===== src/rtl/psw_pkg.sv =====
// Package: shared types, word layout and pack/unpack helpers for the status word.
// Assumes a fixed 16-bit word; flag positions are part of the block's behaviour.
package psw_pkg;

    localparam int WORD_W   = 16;
    localparam int CF_POS   = 0;
    localparam int PF_POS   = 2;
    localparam int AF_POS   = 4;
    localparam int ZF_POS   = 6;
    localparam int SF_POS   = 7;
    localparam int TF_POS   = 8;
    localparam int IF_POS   = 9;
    localparam int DF_POS   = 10;
    localparam int OF_POS   = 11;
    localparam int CTL_N    = 3;
    localparam int PAR_W    = 8;

    typedef enum logic [2:0] {
        OP_ADD  = 3'd0,
        OP_ADC  = 3'd1,
        OP_SUB  = 3'd2,
        OP_SBB  = 3'd3,
        OP_AND  = 3'd4,
        OP_OR   = 3'd5,
        OP_XOR  = 3'd6,
        OP_NONE = 3'd7
    } alu_op_e;

    typedef struct packed {
        logic of_f;
        logic sf_f;
        logic zf_f;
        logic af_f;
        logic pf_f;
        logic cf_f;
    } cond_t;

    // Assemble the status word; reserved positions stay zero.
    function automatic logic [WORD_W-1:0] pack_word(cond_t c, logic [CTL_N-1:0] k);
        logic [WORD_W-1:0] w;
        w         = '0;
        w[CF_POS] = c.cf_f;
        w[PF_POS] = c.pf_f;
        w[AF_POS] = c.af_f;
        w[ZF_POS] = c.zf_f;
        w[SF_POS] = c.sf_f;
        w[OF_POS] = c.of_f;
        w[TF_POS] = k[0];
        w[IF_POS] = k[1];
        w[DF_POS] = k[2];
        return w;
    endfunction

    // Extract the condition flags from a word.
    function automatic cond_t cond_of(logic [WORD_W-1:0] w);
        cond_t c;
        c.cf_f = w[CF_POS];
        c.pf_f = w[PF_POS];
        c.af_f = w[AF_POS];
        c.zf_f = w[ZF_POS];
        c.sf_f = w[SF_POS];
        c.of_f = w[OF_POS];
        return c;
    endfunction

    // Extract the control flags (bit0 trap, bit1 interrupt, bit2 direction).
    function automatic logic [CTL_N-1:0] ctl_of(logic [WORD_W-1:0] w);
        return {w[DF_POS], w[IF_POS], w[TF_POS]};
    endfunction

endpackage


===== src/rtl/psw_cond_eval.sv =====
// Module: psw_cond_eval
// Combinational derivation of the six condition flags from operands, op code
// and width. Subtraction runs as a + ~b + ~borrow; carry and auxiliary
// carry are inverted afterwards to report borrows. Assumes DATA_W is even
// and at least 8; byte mode uses the low DATA_W/2 bits.
module psw_cond_eval
    import psw_pkg::*;
#(
    parameter int DATA_W = 16
) (
    input  logic [DATA_W-1:0] opa,
    input  logic [DATA_W-1:0] opb,
    input  logic [2:0]        op,
    input  logic              wide,
    input  logic              cur_cf,
    input  logic              cur_af,
    output cond_t             cond_nxt
);
    localparam int HALF_W = DATA_W / 2;

    logic [DATA_W-1:0] wmask;
    logic [DATA_W-1:0] a_m;
    logic [DATA_W-1:0] b_eff;
    logic [DATA_W-1:0] lres;
    logic [DATA_W-1:0] res;
    logic [DATA_W:0]   sum;
    logic              is_sub;
    logic              is_logic;
    logic              cin;
    logic              carry_out;
    logic              c4;
    logic              a_s;
    logic              b_s;
    logic              r_s;

    // Decode the op code and build width-masked adder inputs.
    always_comb begin
        wmask    = wide ? {DATA_W{1'b1}} : {{HALF_W{1'b0}}, {HALF_W{1'b1}}};
        is_sub   = (op == OP_SUB) || (op == OP_SBB);
        is_logic = op[2];
        cin      = ((op == OP_ADC) || (op == OP_SBB)) ? cur_cf : 1'b0;
        if (is_sub) begin
            cin = ~cin;
        end
        a_m   = opa & wmask;
        b_eff = (is_sub ? ~opb : opb) & wmask;
    end

    // Shared adder for all four arithmetic operations.
    always_comb begin
        sum = {1'b0, a_m} + {1'b0, b_eff} + {{DATA_W{1'b0}}, cin};
    end

    // Bitwise result for the logical group.
    always_comb begin
        case (op)
            OP_OR:   lres = opa | opb;
            OP_XOR:  lres = opa ^ opb;
            default: lres = opa & opb;
        endcase
    end

    // Pick the result and the sign bits at the active width.
    always_comb begin
        res       = (is_logic ? lres : sum[DATA_W-1:0]) & wmask;
        carry_out = wide ? sum[DATA_W] : sum[HALF_W];
        a_s       = wide ? a_m[DATA_W-1]   : a_m[HALF_W-1];
        b_s       = wide ? b_eff[DATA_W-1] : b_eff[HALF_W-1];
        r_s       = wide ? res[DATA_W-1]   : res[HALF_W-1];
        c4        = a_m[4] ^ b_eff[4] ^ sum[4];
    end

    // Form the condition flags.
    always_comb begin
        cond_nxt.zf_f = (res == '0);
        cond_nxt.sf_f = r_s;
        cond_nxt.pf_f = ~^res[PAR_W-1:0];
        if (is_logic) begin
            cond_nxt.cf_f = 1'b0;
            cond_nxt.of_f = 1'b0;
            cond_nxt.af_f = cur_af;
        end else begin
            cond_nxt.cf_f = is_sub ? ~carry_out : carry_out;
            cond_nxt.af_f = is_sub ? ~c4 : c4;
            cond_nxt.of_f = (a_s == b_s) && (r_s != a_s);
        end
    end

endmodule


===== src/rtl/psw_state_reg.sv =====
// Module: psw_state_reg
// Storage for the condition and control flags with load/command/update
// priority: reset, then full load, then independent control commands and
// condition update. Assumes cond_nxt is valid whenever upd_en is high.
module psw_state_reg
    import psw_pkg::*;
(
    input  logic              clk,
    input  logic              rst_n,
    input  logic              ld_en,
    input  logic [WORD_W-1:0] ld_word,
    input  logic              upd_en,
    input  logic [2:0]        op,
    input  logic [CTL_N-1:0]  ctl_set,
    input  logic [CTL_N-1:0]  ctl_clr,
    input  cond_t             cond_nxt,
    output cond_t             cond_q,
    output logic [CTL_N-1:0]  ctl_q
);
    logic cond_we;

    // Condition write strobe: enabled and not the no-op code.
    always_comb begin
        cond_we = upd_en && (op != OP_NONE);
    end

    // Flag storage with synchronous active-low reset.
    always_ff @(posedge clk) begin
        if (!rst_n) begin
            cond_q <= '0;
            ctl_q  <= '0;
        end else if (ld_en) begin
            cond_q <= cond_of(ld_word);
            ctl_q  <= ctl_of(ld_word);
        end else begin
            if (cond_we) begin
                cond_q <= cond_nxt;
            end
            ctl_q <= (ctl_q & ~ctl_clr) | ctl_set;
        end
    end

    AST_RESET_CLEAR: assert property (@(posedge clk) !rst_n |=> (cond_q == '0) && (ctl_q == '0));

    AST_CTL_HOLD: assert property (@(posedge clk) disable iff (!rst_n)
        (!ld_en && ctl_set == '0 && ctl_clr == '0) |=> $stable(ctl_q));

    AST_SET_WINS: assert property (@(posedge clk) disable iff (!rst_n)
        (!ld_en && ctl_set[0] && ctl_clr[0]) |=> ctl_q[0]);

    AST_COND_HOLD: assert property (@(posedge clk) disable iff (!rst_n)
        (!ld_en && (!upd_en || op == OP_NONE)) |=> $stable(cond_q));

    AST_LOGIC_CLEARS: assert property (@(posedge clk) disable iff (!rst_n)
        (!ld_en && upd_en && op[2] && op != OP_NONE) |=> (!cond_q.cf_f && !cond_q.of_f));

    AST_LOGIC_KEEPS_AF: assert property (@(posedge clk) disable iff (!rst_n)
        (!ld_en && upd_en && op[2]) |=> $stable(cond_q.af_f));

    AST_LOAD_WINS: assert property (@(posedge clk) disable iff (!rst_n)
        ld_en |=> (pack_word(cond_q, ctl_q) == ($past(ld_word) & 16'h0FD5)));

endmodule


===== src/rtl/psw_flag_unit.sv =====
// Module: psw_flag_unit (top)
// Status word register: derives condition flags from the current operation,
// holds control flags under explicit commands, and presents the packed word.
// Assumes operands are stable around the sampling edge.
module psw_flag_unit
    import psw_pkg::*;
#(
    parameter int DATA_W = 16
) (
    input  logic              clk,
    input  logic              rst_n,
    input  logic [DATA_W-1:0] opa,
    input  logic [DATA_W-1:0] opb,
    input  logic [2:0]        op,
    input  logic              wide,
    input  logic              upd_en,
    input  logic [2:0]        ctl_set,
    input  logic [2:0]        ctl_clr,
    input  logic              ld_en,
    input  logic [15:0]       ld_word,
    output logic [15:0]       flags
);
    cond_t            cond_nxt;
    cond_t            cond_q;
    logic [CTL_N-1:0] ctl_q;

    psw_cond_eval #(.DATA_W(DATA_W)) eval_i (
        .opa      (opa),
        .opb      (opb),
        .op       (op),
        .wide     (wide),
        .cur_cf   (cond_q.cf_f),
        .cur_af   (cond_q.af_f),
        .cond_nxt (cond_nxt)
    );

    psw_state_reg state_i (
        .clk      (clk),
        .rst_n    (rst_n),
        .ld_en    (ld_en),
        .ld_word  (ld_word),
        .upd_en   (upd_en),
        .op       (op),
        .ctl_set  (ctl_set),
        .ctl_clr  (ctl_clr),
        .cond_nxt (cond_nxt),
        .cond_q   (cond_q),
        .ctl_q    (ctl_q)
    );

    // Present the packed word with reserved bits at zero.
    always_comb begin
        flags = pack_word(cond_q, ctl_q);
    end

    AST_RSVD_ZERO: assert property (@(posedge clk) disable iff (!rst_n)
        (flags & 16'hF02A) == 16'h0000);

endmodule


===== config.mk =====
export PLATFORM = sky130hd
export DESIGN_NAME = psw_flag_unit
export DESIGN_NICKNAME = d
export VERILOG_FILES = /design/src/rtl/psw_pkg.sv /design/src/rtl/psw_cond_eval.sv /design/src/rtl/psw_state_reg.sv /design/src/rtl/psw_flag_unit.sv
export SDC_FILE = /design/constraint.sdc
export NUM_CORES = 1
export LEC_CHECK = 0
export ABC_AREA = 1
export CAP_MARGIN = 10
export CELL_PAD_IN_SITES_DETAIL_PLACEMENT = 0
export CELL_PAD_IN_SITES_GLOBAL_PLACEMENT = 1
export CORE_UTILIZATION = 44
export CTS_CLUSTER_DIAMETER = 80
export DETAILED_ROUTE_END_ITERATION = 10
export DONT_BUFFER_PORTS = 1
export PLACE_DENSITY = 0.91
export SLEW_MARGIN = 5
export SYNTH_ARGS = -nofsm -noshare
export SYNTH_HDL_FRONTEND = slang
export SYNTH_SLANG_ARGS = --single-unit

===== constraint.sdc =====
create_clock -name clk -period 4.1 [get_ports clk]
set_input_delay 0.41 -clock clk [delete_from_list [all_inputs] [get_ports clk]]
set_output_delay 0.41 -clock clk [all_outputs]
set_load 0.1 [all_outputs]

---- Yosys cells after proc, flatten, opt, wreduce, memory -nomap -nowiden ----
Index checks and enable logic that the tools add are counted.
storage, ports and cells
  bits in writable memories ............... 0
  flip-flop bits (word level) ............. 9
  output and inout bits ................... 16
  memories kept ........................... 0
  word-level logic and storage cells ...... 59
  memory bits (read-only) ................. 0
  bits of input ports ..................... 62
  bits in latches ......................... 0
operators by class
  shift operators ......................... 0
  reductions and logical operators ........ 8
  $mul .................................... 0
  multiplexer cells ....................... 18
  bitwise gates (word level) .............. 15
  div/mod/pow operators ................... 0
  add/sub/neg operators ................... 2
  equal/unequal tests ..................... 9
  order comparisons ....................... 0
operator list
  operator                                               number
  bitwise AND 16 bit                                     4
  two-way mux 16 bit                                     3
  case mux 16 bit (2 select lines)                       1
  adder 16 x 16 -> 17 bit                                1
  adder 17 x 1 -> 17 bit                                 1
  zero test 16 bit                                       1
  inverter 16 bit                                        1
  bitwise OR 16 bit                                      1
  bitwise XOR 16 bit                                     1
  two-way mux 6 bit                                      2
  two-way mux 1 bit                                      11
  XNOR reduction 8 bit                                   1
  == test 3 x 2 -> 1 bit, second input constant          2
  == test 3 bit, second input constant                   2
  bitwise AND 3 bit                                      1
  == test 3 x 1 -> 1 bit, second input constant          1
  two-way mux 3 bit                                      1
  inequality test 3 bit, second input constant           1
  inverter 1 bit                                         3
  inverter 3 bit                                         1
  bitwise OR 3 bit                                       1
  logical AND 1 bit                                      2
  logical OR 1 bit                                       2
  inequality test 2 x 1 -> 1 bit, second input constant  1
  other kinds (5)                                        6

---- Longest topological paths before layout ----
Gate-level depths: netlist of the first run.
  depth after elaboration ................. 14
  mapped depth ............................ 22
  depth with buffers taken out ............ 20

---- By module ----
A second synthesis of the first run with hierarchy kept.
second synthesis, totals
  cells, all modules ...................... 533
  area total of the unflattened synthesis .. 3,072.9 µm²
by module, submodules not included
  module         cells an instance  sequential area each (µm²)  area an instance (µm²)  instances
  psw_cond_eval  445                0.0                         2,509.9                 1
  psw_state_reg  80                 180.2                       506.7                   1
  psw_flag_unit  8                  0.0                         56.3                    1

---- Least setup slack after synthesis of the first run ----
No wires, ideal clock.
  path kind ............................... input to register
  start point ............................. input op[2]
  end point ............................... register, netlist name state_i.cond_q[1]
  setup slack ............................. 0.640 ns
  stages on the path ...................... 18
  setup time .............................. 0.122 ns
  data arrival time ....................... 3.338 ns
  buffers on the path ..................... 2
  required time ........................... 3.978 ns
  path through ............................ buf_4 > inv_1 > buf_1 > nand3_1 > xnor2_1 > fa_1 > inv_1 > fa_1 > inv_1 > nand2_1 > nand3_2 > or2_2 > a311oi_1 > ha_1 > xor2_1 > xor2_1 > o21ai_0 > a21oi_1
between the ends
  word-level cells in the longest chain between the ends .. 11
  elaborated cells on any way between the ends .. 23
  classes of those cells .................. add/sub (2); eq/ne (6); mux (7); bitwise (3); reduce/logical (5)
ends and longest elaborated chain
  element                                                       RTL line                                  text
  start: declaration                                            psw_flag_unit.sv:14                       input logic [2:0] op,
  == test 3 x 2 -> 1 bit, or another cell as far along          psw_cond_eval.sv:39                       is_sub = (op == OP_SUB) || (op == OP_SBB);
  logical OR 1 bit (on tied branches)                           psw_cond_eval.sv:39, psw_cond_eval.sv:41
  two-way mux 16 bit or two-way mux 1 bit (tied branches)       psw_cond_eval.sv:46, psw_cond_eval.sv:41
  bitwise AND 16 bit or inverter 1 bit (tied branches)          psw_cond_eval.sv:46, psw_cond_eval.sv:43
  adder 16 x 16 -> 17 bit or two-way mux 1 bit (tied branches)  psw_cond_eval.sv:51, psw_cond_eval.sv:42
  adder 17 x 1 -> 17 bit                                        psw_cond_eval.sv:51                       sum = {1'b0, a_m} + {1'b0, b_eff} + {{DATA_W{1'b0}}, cin};
  two-way mux 16 bit                                            psw_cond_eval.sv:65                       res = (is_logic ? lres : sum[DATA_W-1:0]) & wmask;
  bitwise AND 16 bit                                            psw_cond_eval.sv:65
  XNOR reduction 8 bit                                          psw_cond_eval.sv:77                       cond_nxt.pf_f = ~^res[PAR_W-1:0];
  two-way mux 6 bit                                             psw_state_reg.sv:36                       if (cond_we) begin
  two-way mux 6 bit                                             psw_state_reg.sv:32                       end else if (ld_en) begin
Several ways; a longest one is shown, not always the timed one. The select of a mux whose other input is x is not followed.
A chain may end at the register's enable or synchronous reset.

---- Worst setup path after layout of the first run ----
  start point ............................. input op[1]
  end point ............................... register, netlist name state_i.cond_q[1]
between the ends
  word-level cells in the longest chain between the ends .. 11
  elaborated cells on any way between the ends .. 23
  classes of those cells .................. add/sub (2); eq/ne (6); mux (7); bitwise (3); reduce/logical (5)
ends and longest elaborated chain
  element                                                       RTL line
  == test 3 x 2 -> 1 bit, or another cell as far along          psw_cond_eval.sv:39
  logical OR 1 bit (on tied branches)                           psw_cond_eval.sv:39, psw_cond_eval.sv:41
  two-way mux 16 bit or two-way mux 1 bit (tied branches)       psw_cond_eval.sv:46, psw_cond_eval.sv:41
  bitwise AND 16 bit or inverter 1 bit (tied branches)          psw_cond_eval.sv:46, psw_cond_eval.sv:43
  adder 16 x 16 -> 17 bit or two-way mux 1 bit (tied branches)  psw_cond_eval.sv:51, psw_cond_eval.sv:42
  adder 17 x 1 -> 17 bit                                        psw_cond_eval.sv:51
  two-way mux 16 bit                                            psw_cond_eval.sv:65
  bitwise AND 16 bit                                            psw_cond_eval.sv:65
  XNOR reduction 8 bit                                          psw_cond_eval.sv:77
  two-way mux 6 bit                                             psw_state_reg.sv:36
  two-way mux 6 bit                                             psw_state_reg.sv:32
Several ways; a longest one is shown, not always the timed one. The select of a mux whose other input is x is not followed.

==> flow_summary_export.csv, run 1 <==
group,metric,value,unit
floorplanning,placementRows,29,
sta,drv_slew,0,
clock_network,h-tree-depth,1,
pwr,peakVddDrop,0.000109,V
global_routing,gr-usage-all-layers,21.2,%
clock_network,cts_root_buffer,"clkbuf_8",
drt,wl_per_cell,12.6,um
setup_path,worstPathMaxFanout,8,
worst_hold_path,hold_path_class,"in2reg",
cells_and_area,area_growth,1.74,%
clock_network,clock_latency,0.23,ns
sta,slew_headroom,35.0,%
yosys,async_flop_share,0,%
setup_path,critPathCaptureType,"flop",
sta,tightestPinTransition,0.974,ns
clock_network,cts_sinks,9,
cells_and_area,final_common_cell,"nand2_1",
drt,remaining_drc_errors,15,
clock_network,cts_setup_buffers,0,
sta,finalCritPeriodShare,75.6,%
cells_and_area,insertedDiodeCount,0,
global_routing,grt_pass1_wl,12600,um
yosys,synthTopCellsByArea,"ha_1 (22%), nand2_1 (20%), inv_1 (12%), dfxtp_1 (6.1%), nand3_1 (5.8%)",
sta,rsz0062_at_grt,"false",
drt,antenna_left,0,
yosys,synthCells,505,
cells_and_area,instances_no_fill,574,
setup_path,rrSetupSlack,1.09,ns
cells_and_area,nets,614,
floorplanning,core_area,0.00642,mm^2
sta,fin_tns_setup,0,ns
drt,vias,2951,
outcome,outcome,"finished with violations",
global_routing,grt_max_degree,26,
setup_path,crit_arrival,3.21,ns
yosys,ys_warn_count,0,
yosys,post-synth-top-area-cell,"ha_1",
floorplanning,start_util,46.0,%
yosys,synth_edf_count,0,
sta,timing_hold_violations_final,0,
clock_network,numCtsBuffers,3,
pwr,leakagePower,1.78,nW
cells_and_area,final_cell_mix,"nand2_1 (157), inv_1 (91), ha_1 (52), nand3_1 (34)",
global_routing,antenna_found_initial,0,
clock_network,cts_resized,0,
drt,drt_iter0_markers,109,
yosys,synth_seq_cells,9,
outcome,violations,"DRC",
setup_path,required,4.21,ns
drt,drt_wl_total,7240,um
setup_path,criticalPathCategory,"in2reg",
pwr,p_per_area,215,mW/mm^2
clock_network,hold_buffers,0,
cells_and_area,drive_above_1_share,4.63,%
global_routing,grt_overflow,0,
sta,period_needed,3.10,ns
drt,vias_per_cell,5.14,
yosys,avgSynthCellArea,5.85,um^2
sta,fmaxAchievable,0.323,GHz
floorplanning,die_w,83.9,um
run,cap_violations,0,
yosys,synth-seq-area-share,6.10,%
global_routing,first_global_vias,2762,
place,dpl.hpwl,5990,um
place,portBuffers,0,
yosys,ys.flop_type,"dfxtp_1",
place,gp_congestion,0.851,
drt,first_pass_iters,8,
floorplanning,io-pin-count,78,
floorplanning,dieArea,0.00705,mm^2
clock_network,max-clock-path-buffers,2,
setup_path,worst_setup_path_start_kind,"primary input",
floorplanning,die_h,83.9,um
yosys,yosysTopAreaCellShare,22.0,%
sta,finClkSkew,0.00253,ns
place,post-place-cells,570,
clock_network,clkTransAtPathRegs,0.04,ns
yosys,syn_area,0.00295,mm^2
yosys,yosysUniqueCellTypes,39,
sta,finalSetupViolCount,0,
clock_network,cts_tree,"done",
[layer usage]
metal / wire (um) / GRT usage, % / vias to the layer above
met3: 394 / 1.68 / 8
li1: - / - / 1569
met4: 52 / 2.82 / 0
met1: 3280 / 27.3 / 1299
met2: 3520 / 39.1 / 75
met5: 0 / 0 / -
[cell type report]
cell class | count | area (um^2)
fill | 712 | 3420
multi-input combinational | 385 | 2300
inverter | 96 | 360
sequential | 9 | 180
tap | 77 | 96.3
clock buffer | 4 | 45.0
timing repair buffer | 3 | 22.5
[registers in the layout (all words and copies together) (netlist names)]
name and count:
state_i.cond_q 6, state_i.ctl_q 3
[stage by stage]
stage	cell area [um^2]	setup slack (ns)	total power, mW	utilization (%)	hold WS [ns]
floorplan	2980	0.640	0.493	-	0.513
global placement	2960	0.780	0.542	46.1	0.551
detailed placement	2960	0.751	0.547	46.1	0.558
CTS	3010	0.988	0.649	46.8	0.313
global route	3010	0.655	0.715	46.8	0.321
finish	3010	1.00	0.646	46.8	0.311
[cells in the mapped netlist (2+ instances only)]
cell and count:
a21oi_1 26, and2_1 2, buf_2 3, buf_4 12, clkbuf_1 4, dfxtp_1 9, fa_1 2, ha_1 52
inv_1 91, inv_2 4, nand2_1 157, nand2_2 2, nand3_1 34, nand3_2 4, nand3b_1 3, nand4_1 3
nor2_1 26, o2111ai_1 8, o211ai_1 4, o21ai_0 20, o21ai_1 5, o22ai_1 2, or2_2 2, xnor2_1 3
xor2_1 13
[critical path, cell delays in order]
cell and delay, ns:
inv_2 0.04, nor2_4 0.26, xor2_1 0.14, fa_1 0.46
inv_1 0.09, fa_1 0.20, inv_1 0.07, nand2_1 0.08
nand3_2 0.10, or2_2 0.29, a311oi_1 0.23, ha_1 0.28
xor2_1 0.18, xor2_1 0.15, o21ai_0 0.16, a21oi_1 0.08
[report_power, final]
| part | switching (mW) | internal, mW | leakage (nW) |
|---|---|---|---|
| combinational | 0.243 | 0.139 | 1.68 |
| sequential | 0.0652 | 0.0970 | 0.0749 |
| clock | 0.0345 | 0.0677 | 0.0228 |
[worst paths after layout]
check	cells past startpoint	to	startpoint
max	16	state_i.cond_q[1]$_SDFFE_PN0P_	op[1]
min	2	state_i.ctl_q[1]$_SDFF_PN0_	rst_n
max reg2reg	15	state_i.cond_q[1]$_SDFFE_PN0P_	state_i.cond_q[0]$_SDFFE_PN0P_
min reg2reg	3	state_i.cond_q[0]$_SDFFE_PN0P_	state_i.cond_q[0]$_SDFFE_PN0P_
[cell families (layout without fill, tap and decap cells)]
kind of cell | after synthesis | in the layout | synth area share (%)
buffers and inverters | 117 | 103 | 16.8
flip-flops | 9 | 9 | 6.10
XOR/XNOR | 17 | 17 | 5.29
adder cells (fa/ha/maj) | 54 | 54 | 23.4
AND/OR/NAND/NOR | 237 | 237 | 34.4
other | 1 | 7 | 0.127
AO/OA/AOI/OAI | 70 | 70 | 13.9
Note: power is estimated with default switching activity, not from simulation.
==> run 2, diff against run 1 <==
ABC_AREA = 0   (was 1)
CORE_UTILIZATION = 42   (was 44)
PLACE_DENSITY = 0.87   (was 0.91)
clock period = 2.68 ns   (was 4.1 ns; I/O delays follow)
==> run 2 against run 1 <==
The run ends with setup timing left. Total power grew 79%. Die area is 1.4% lower. Utilization rose by 5.9 points. Combinational power is 110% higher. Non-clock buffer count grew 49. Count of clock-buffer cells in the layout did not move. Global-route usage is 2.0 points lower. Cell count decreased by 13%. Worst setup slack lost 1.2 ns. Area after synthesis is 5.9% lower. Largest cell class unchanged.
==> flow_summary_export.csv, run 2 <==
group,metric,value,unit
outcome,outcome,"finished with violations",
outcome,violations,"setup timing",
sta,finClkSkew,0.00407,ns
setup_path,ff2ff_path_depth,16,
sta,timing_hold_violations_final,0,
yosys,ys.flop_type,"dfxtp_1",
drt,vias,2723,
pwr,leakagePower,1.62,nW
worst_hold_path,hold_path_class,"in2reg",
global_routing,grt_overflow,0,
floorplanning,die_h,83.4,um
floorplanning,io-pin-count,78,
clock_network,cts_tree,"done",
sta,drv_slew,0,
place,place_ws,-0.358,ns
setup_path,r2r-start,"state_i.cond_q[0]$_SDFFE_PN0P_",
global_routing,grt_pass1_wl,11600,um
run,cap_violations,0,
yosys,avgSynthCellArea,7.17,um^2
yosys,synth-seq-area-share,6.48,%
place,gp_congestion,0.805,
setup_path,rrSetupSlack,-0.24,ns
floorplanning,core_area,0.00639,mm^2
setup_path,worst_setup_path_start_kind,"flop",
setup_path,worstSetupEndpoint,"state_i.cond_q[1]$_SDFFE_PN0P_",
cells_and_area,area_growth,21.0,%
cells_and_area,nFillCells,607,
yosys,synthTopCellsByArea,"ha_1 (23%), xnor2_1 (7.9%), a21oi_1 (6.7%), dfxtp_1 (6.5%), inv_1 (5.8%)",
drt,remaining_drc_errors,0,
clock_network,clock_latency,0.23,ns
global_routing,gr-usage-all-layers,19.2,%
cells_and_area,largest-register,"state_i.cond_q",
yosys,yosysUniqueCellTypes,59,
sta,tightestPinTransition,0.979,ns
yosys,async_flop_share,0,%
pwr,peakVddDrop,0.000411,V
sta,finalCritPeriodShare,109,%
sta,fin_tns_setup,-0.532,ns
clock_network,max-clock-path-buffers,2,
sta,finalSetupViolCount,4,
cells_and_area,largest_reg_flops,6,
floorplanning,die_w,83.4,um
cells_and_area,drive_above_1_share,22.2,%
cells_and_area,final_cell_mix,"ha_1 (51), buf_4 (48), inv_1 (41), nor2_1 (34), a21oi_1 (33)",
clock_network,cts_sinks,9,
drt,drt_wl_total,6620,um
setup_path,crit_arrival,3.09,ns
drt,first_pass_iters,4,
sta,rsz0062_at_grt,"true",
setup_path,worst_r2r_endpoint,"state_i.cond_q[1]$_SDFFE_PN0P_",
cells_and_area,insertedDiodeCount,0,
yosys,yosysTopAreaCellShare,23.4,%
sta,period_needed,2.92,ns
cells_and_area,final_common_cell,"ha_1",
setup_path,worstPathMaxFanout,2,
setup_path,crit_start,"state_i.cond_q[0]$_SDFFE_PN0P_",
clock_network,clkTransAtPathRegs,0.04,ns
yosys,ys_warn_count,0,
floorplanning,start_util,43.5,%
clock_network,cts_root_buffer,"clkbuf_8",
drt,antenna_left,0,
yosys,syn_area,0.00278,mm^2
yosys,post-synth-top-area-cell,"ha_1",
cells_and_area,multiInputGateArea,0.00247,mm^2
yosys,netlist_top_cells_count,"ha_1 (52), inv_1 (43), a21oi_1 (37)",
place,dpl.hpwl,5430,um
floorplanning,placementRows,29,
sta,slew_headroom,34.7,%
drt,wl_per_cell,13.2,um
global_routing,first_global_vias,2661,
yosys,synth_edf_count,0,
cells_and_area,nets,541,
setup_path,required,2.85,ns
yosys,synthCells,388,
setup_path,criticalPathCategory,"reg2reg",
setup_path,critPathCaptureType,"flop",
floorplanning,dieArea,0.00695,mm^2
yosys,yosysMostFrequentCell,"ha_1",
drt,drt_iter0_markers,82,
cells_and_area,area.sequential,181,um^2
yosys,synth_seq_cells,9,
drt,vias_per_cell,5.44,
sta,setup_slack,-0.245,ns
pwr,total_power,1.16,mW
clock_network,numCtsBuffers,3,
clock_network,h-tree-depth,1,
global_routing,antenna_found_initial,0,
cells_and_area,reg.largest.list,"state_i.cond_q x6, state_i.ctl_q x3",
sta,fmaxAchievable,0.342,GHz
global_routing,grt_max_degree,30,
pwr,p_per_area,344,mW/mm^2
place,portBuffers,0,
-- run 2: changes by cell type in the layout (fill, tap and decap cells not counted), moves of 10 or more --
cell and delta:
nor2b_1 +10, nand2_1 -136, inv_1 -50, xnor2_1 +20, buf_4 +45, nand3_1 -28
-- run 2: where the power goes --
part,switching [mW],total [mW],internal [mW]
sequential,0.0685,0.216,0.148
combinational,0.416,0.787,0.371
clock,0.0506,0.154,0.103
-- run 2: stage by stage --
step / utilization (%) / cells / instance area (um^2) / hold slack [ns]
floorplan: - / 394 / 2890 / 0.419
global placement: 49.5 / 491 / 3160 / 0.403
detailed placement: 49.5 / 491 / 3160 / 0.406
CTS: 51.6 / 498 / 3290 / 0.170
global route: 52.7 / 501 / 3360 / 0.159
finish: 52.7 / 501 / 3360 / 0.174
-- run 2: kinds of logic after synthesis --
| family | Yosys count | share of synthesized area, % |
|---|---|---|
| AOI/OAI and AO/OA | 105 | 24.3 |
| xor gates and xnor gates | 30 | 9.45 |
| adders and majority gates | 54 | 24.8 |
| buffers and inverters | 70 | 10.9 |
| DFF | 9 | 6.48 |
| muxes | 9 | 3.69 |
| other | 1 | 0.135 |
| and+or+nand+nor | 110 | 20.2 |
-- run 2: timing repair --
item	4_1_cts	5_1_grt
hold buffers	0	0
gates cloned	0	0
pin swaps	10	22
buffers inserted	3	4
gates resized for setup	12	11
setup endpoints to repair	4	5
-- run 2: cell type report --
type | count | area share [%]
multi-input cells | 315 | 73.4
repair buffers | 52 | 12.1
flip-flops and latches | 9 | 5.39
inverters | 44 | 4.91
well taps | 77 | 2.86
clock buffers | 4 | 1.34
-- run 2: layer usage --
metal / track usage [%] / up-vias / wire, um
met2: 33.3 / 65 / 3090
met3: 2.98 / 4 / 318
met4: 3.29 / 0 / 80
met5: 0 / - / 0
met1: 25.4 / 1261 / 3120
li1: - / 1393 / -
-- run 2: worst min-delay path by stage --
stage	startpoint	slack, ns	endpoint	cells after the start
after global placement	rst_n	0.40	state_i.cond_q[1]$_SDFFE_PN0P_	1
after global routing	rst_n	0.16	state_i.cond_q[1]$_SDFFE_PN0P_	1
after detailed placement	rst_n	0.41	state_i.cond_q[1]$_SDFFE_PN0P_	1
final	rst_n	0.17	state_i.cond_q[1]$_SDFFE_PN0P_	1
after floorplan	upd_en	0.42	state_i.cond_q[5]$_SDFFE_PN0P_	2
after CTS	rst_n	0.17	state_i.cond_q[0]$_SDFFE_PN0P_	2
-- run 2: critical path: stages (launching register included) --
cell and delay, ns:
dfxtp_2 0.33, nand2_2 0.07, xnor2_2 0.13, nor2_2 0.05, fa_2 0.35, inv_2 0.07
fa_2 0.19, nand2b_4 0.14, nand2b_1 0.06, a21o_1 0.20, o21ai_0 0.15, a21boi_0 0.26
ha_1 0.28, xor2_1 0.15, xnor2_1 0.12, o211ai_1 0.16, o211a_1 0.16
